==> src/rtl/tsc_pkg.sv <==
package tsc_pkg;
  parameter int unsigned MASK_W = 3;
  localparam int unsigned SR_W = MASK_W + 3;

  typedef struct packed {
    logic              i;
    logic              ui;
    logic              t;
    logic [MASK_W-1:0] imask;
  } tsc_status_t;
endpackage

==> src/rtl/tsc_mode_reg.sv <==
module tsc_mode_reg #(
  parameter int unsigned MODE_W = 2
) (
  input  logic              clk,
  input  logic              rst,
  input  logic              we,
  input  logic [MODE_W-1:0] d,
  output logic [MODE_W-1:0] mode_q
);
  always_ff @(posedge clk) begin
    if (rst)     mode_q <= '0;
    else if (we) mode_q <= d;
  end
endmodule

==> src/rtl/tsc_status.sv <==
module tsc_status
  import tsc_pkg::*;
(
  input  logic        clk,
  input  logic        rst,
  input  logic        take_trace,
  input  logic        rte_load,
  input  logic        sr_we,
  input  tsc_status_t saved,
  input  tsc_status_t sr_d,
  output tsc_status_t st_q
);
  tsc_status_t st_d;

  always_comb begin
    st_d = st_q;
    if (take_trace) begin
      st_d.i = 1'b1;
      st_d.t = 1'b0;
    end else if (rte_load) begin
      st_d = saved;
    end else if (sr_we) begin
      st_d = sr_d;
    end
  end

  always_ff @(posedge clk) begin
    if (rst) begin
      st_q.i     <= 1'b1;
      st_q.ui    <= 1'b0;
      st_q.t     <= 1'b0;
      st_q.imask <= '1;
    end else begin
      st_q <= st_d;
    end
  end
endmodule

==> src/rtl/tsc_trace_seq.sv <==
module tsc_trace_seq #(
  parameter int unsigned MODE_W     = 2,
  parameter int unsigned TRACE_MODE = 2
) (
  input  logic              clk,
  input  logic              rst,
  input  logic              retire,
  input  logic              rte,
  input  logic              t_bit,
  input  logic [MODE_W-1:0] mode,
  input  logic              ack,
  input  logic              irq_in,
  output logic              req_q,
  output logic              irq_q,
  output logic              take_trace
);
  localparam logic [MODE_W-1:0] TRACE_SEL = MODE_W'(TRACE_MODE);

  logic armed;
  logic req_d;

  assign armed      = t_bit && (mode == TRACE_SEL);
  assign take_trace = req_q && ack;

  always_comb begin
    req_d = req_q;
    if (take_trace)                     req_d = 1'b0;
    else if (retire && !rte && armed)   req_d = 1'b1;
  end

  always_ff @(posedge clk) begin
    if (rst) begin
      req_q <= 1'b0;
      irq_q <= 1'b0;
    end else begin
      req_q <= req_d;
      irq_q <= irq_in && !req_d;
    end
  end
endmodule

==> src/rtl/trace_step_ctrl.sv <==
module trace_step_ctrl
  import tsc_pkg::*;
#(
  parameter int unsigned MODE_W     = 2,
  parameter int unsigned TRACE_MODE = 2
) (
  input  logic              clk,
  input  logic              rst,
  input  logic              retire_i,
  input  logic              rte_i,
  input  logic              mode_we_i,
  input  logic [MODE_W-1:0] mode_d_i,
  input  logic              sr_we_i,
  input  logic [SR_W-1:0]   sr_d_i,
  input  logic [SR_W-1:0]   saved_sr_i,
  input  logic              ack_i,
  input  logic              irq_i,
  output logic              trace_req_o,
  output logic              irq_fwd_o,
  output logic              ccr_i_o,
  output logic              ccr_ui_o,
  output logic              exr_t_o,
  output logic [MASK_W-1:0] exr_imask_o
);
  logic [MODE_W-1:0] mode_q;
  tsc_status_t       st_q;
  logic              take_trace;

  tsc_mode_reg #(.MODE_W(MODE_W)) u_mode (
    .clk(clk), .rst(rst), .we(mode_we_i), .d(mode_d_i), .mode_q(mode_q)
  );

  tsc_trace_seq #(.MODE_W(MODE_W), .TRACE_MODE(TRACE_MODE)) u_seq (
    .clk(clk), .rst(rst), .retire(retire_i), .rte(rte_i), .t_bit(st_q.t),
    .mode(mode_q), .ack(ack_i), .irq_in(irq_i), .req_q(trace_req_o),
    .irq_q(irq_fwd_o), .take_trace(take_trace)
  );

  tsc_status u_st (
    .clk(clk), .rst(rst), .take_trace(take_trace),
    .rte_load(retire_i && rte_i), .sr_we(sr_we_i),
    .saved(tsc_status_t'(saved_sr_i)), .sr_d(tsc_status_t'(sr_d_i)),
    .st_q(st_q)
  );

  assign ccr_i_o     = st_q.i;
  assign ccr_ui_o    = st_q.ui;
  assign exr_t_o     = st_q.t;
  assign exr_imask_o = st_q.imask;
endmodule

==> config.mk <==
export PLATFORM = sky130hd
export DESIGN_NAME = trace_step_ctrl
export DESIGN_NICKNAME = d
export VERILOG_FILES = /design/src/rtl/tsc_pkg.sv /design/src/rtl/tsc_mode_reg.sv /design/src/rtl/tsc_status.sv /design/src/rtl/tsc_trace_seq.sv /design/src/rtl/trace_step_ctrl.sv
export SDC_FILE = /design/constraint.sdc
export NUM_CORES = 1
export LEC_CHECK = 0
export ABC_AREA = 0
export BUFFER_PORTS_ARGS = -buffer_cell sky130_fd_sc_hd__buf_2
export CAP_MARGIN = 10
export CORE_AREA = 4 4 41 43
export CTS_CLUSTER_DIAMETER = 30
export DETAILED_ROUTE_END_ITERATION = 10
export DIE_AREA = 0 0 45 47
export PLACE_DENSITY = 0.71
export SYNTH_ARGS = -nofsm -noshare
export SYNTH_HDL_FRONTEND = slang
export SYNTH_SLANG_ARGS = --single-unit
==> constraint.sdc <==
create_clock -name clk -period 2.6 [get_ports clk]
set_input_delay 0 -clock clk [delete_from_list [all_inputs] [get_ports clk]]
set_output_delay 0 -clock clk [all_outputs]
set_load 0.05 [all_outputs]
==> run_results.csv <==
group,metric,value,unit
setup_path,r2r_end,"u_st.st_q[1]",
yosys,synth.top_cells.by_area,"dfxtp_1 46%, mux2i_1 16%, a211oi_1 6.8%, a21oi_1 5.7%, a21o_1 3.4%",
clock_network,postCtsSetupBuffers,0,
pwr,p_clk_frac,0.275,
min_path,hold_path_class,"in2reg",
min_path,min_to,"u_mode.mode_q[1]",
timing,slew_viol_final,0,
global_routing,grt_overflow_total,0,
drt,post-route-drc-count,0,
clock_network,cts.path.max_buffers,2,
timing,finalClockSkew,0.000717,ns
yosys,synth_top_area_frac,0.456,
clock_network,cts_tree,"built",
pwr,combPwrFrac,0.244,
die,ios,30,
timing,fmax,1.03,GHz
outcome,outcome,"finished with violations",
place,globalplace.congestion,0.715,
drt,routed_wl,1.04,mm
drt,drt_iter0_drc,1,
place,dpl.hpwl,866,um
global_routing,grt_start_max_net_pins,9,
layout,drive_gt1_frac,0.442,
timing,max-slew-margin-rel,0.841,
layout,final_common_cell,"buf_2",
yosys,yosysSeqAreaShare,0.456,
layout,stdcell_area,642,um^2
timing,rsz0062_at_grt,"false",
layout,nNetsFinal,101,
yosys,ys_ff_latch,10,
setup_path,cp.required,2.73,ns
global_routing,grt_pass1_wl,1.66,mm
place,port_buffers,29,
global_routing,grt_use_total,0.104,
timing,finalHoldWorstSlack,-0.000411,ns
min_path,hold-path-cell-count,3,
setup_path,critPathKind,"reg2reg",
setup_path,r2r_setup_slack,1.63,ns
clock_network,cts_root_buffer,"clkbuf_4",
pwr,p_int,249,uW
clock_network,cts.sinks,10,
timing,finalSetupViolations,0,
yosys,synthCells,44,
yosys,synth_top_area_cell,"dfxtp_1",
clock_network,clkTransAtPathRegs,0.06,ns
min_path,worstHoldStart,"mode_d_i[1]",
setup_path,reg2reg_from,"u_seq.req_q",
global_routing,met1_usage,0.143,
timing,finalCritPeriodShare,0.374,
pwr,power_density,546,mW/mm^2
yosys,yosysUniqueCellTypes,17,
drt,post_drt_wl_per_cell,11.3,um
layout,nFillCells,129,
clock_network,hold_buffers,2,
die,start_util,0.337,
yosys,netlist_area,439,um^2
outcome,violations,"negative hold slack",
global_routing,grtUsageMet2,0.161,
setup_path,cp_data_arrival_time,1.11,ns
die,row_count,13,
die,chipWidth,45,um
global_routing,use_met3,0.0345,
timing,fin_tns_setup,0,ns
run,max_cap_violations,0,
global_routing,busiest_layer,"met2",
global_routing,antenna_found_initial,0,
drt,vias_per_cell,4.68,
yosys,yosys_warnings,0,
drt,dr.pass1.iters,4,
layout,final_cell_mix,"29 x buf_2, 10 x dfxtp_1, 7 x mux2i_1, 5 x a21oi_1",
pwr,ir_drop,246,uV
die,die_y,47,um
pwr,seq_power_share,0.481,
setup_path,r2r_cells,3,
timing,tightest_slew,0.235,ns
setup_path,setup.worst_path.end_class,"flop",
place,post_dp_cell_area,599,um^2
clock_network,cts_resized,0,
yosys,syn_nets,66,
pwr,swShare,0.288,
layout,antenna_cells,0,
drt,detailroute.via_count,431,
timing,hold_viol_final,1,
die,core_area,0.00130,mm^2
layout,area_growth,46.2,%
timing,min_period,0.973,ns
pwr,p_total,350,uW
pwr,power.switching,101,uW
clock_network,insertion_delay,0.25,ns
yosys,postSynthAreaPerCell,9.98,um^2
pwr,leakage,0.000335,uW
clock_network,cts-htree-levels,1,
setup_path,start_kind,"flop",
setup_path,critPathMaxFanout,4,
clock_network,numCtsBuffers,3,
die,die_area,0.00212,mm^2
global_routing,grt_pass1_vias,400,
drt,drtAntennaViolNets,0,
critical path, stage by stage, from the launching register on:
cell and delay, ns:
dfxtp_1 0.33, a21o_1 0.22, nor2b_1 0.21, a21oi_1 0.10
flip-flops by register name (all words and copies together), names as in the netlist:
| register | count |
|---|---|
| u_mode.mode_q | 2 |
| u_seq.req_q | 1 |
| u_seq.irq_q | 1 |
| u_st.st_q | 6 |
layer usage:
metal | wire length, um | up-vias
met5 | 0 | -
met4 | 0 | 0
met3 | 130 | 0
met2 | 445 | 20
met1 | 466 | 181
li1 | - | 230
how the worst max path moves through the flow:
stage / start / end / slack, ns / cells after the start
CTS: u_seq.req_q / u_st.st_q[1] / 1.62 / 3
floorplan: u_seq.req_q / u_st.st_q[0] / 1.34 / 3
finish: u_seq.req_q / u_st.st_q[1] / 1.63 / 3
detailed placement: u_seq.req_q / u_st.st_q[1] / 1.63 / 3
global route: u_seq.req_q / u_st.st_q[2] / 1.53 / 3
global placement: u_seq.req_q / u_st.st_q[1] / 1.64 / 3
stage by stage:
stage	util	setup slack, ns	instances
floorplan	-	1.34	44
global placement	0.461	1.64	87
detailed placement	0.461	1.63	87
CTS	0.493	1.62	92
global route	0.493	1.53	92
finish	0.493	1.63	92
Yosys cell counts, drive strengths merged:
library cell,number
nand2,2
a211oi,4
a21o,3
nor2,4
dfxtp,10
nand2b,1
nor2b,2
o21bai,1
nor4bb,1
a21oi,5
a311oi,1
mux2i,7
clkbuf,1
a221oi,1
and2b,1
logic make-up after synthesis:
| family | after synthesis | synth area share |
|---|---|---|
| compound gates | 15 | 0.236 |
| buf+inv | 1 | 0.00854 |
| flops | 10 | 0.456 |
| mux | 7 | 0.160 |
| simple gates | 11 | 0.140 |
final cells by class:
type                       instances  area, um^2  area share
sequential                        10         200       0.312
timing repair buffer              31         165       0.257
multi-input combinational         33         235       0.366
clock buffer                       3        22.5      0.0351
tap                               15        18.8      0.0292
power groups by stage:
stage / sequential, uW / clock, uW / combinational, uW
finish: 168 / 96.5 / 85.5
global placement: 172 / 0 / 83.3
global route: 169 / 105 / 92.4
detailed placement: 172 / 0 / 83.9
floorplan: 201 / 0 / 24.6
CTS: 169 / 99.3 / 86.5
No activity file was read; power rests on OpenSTA's default activity.
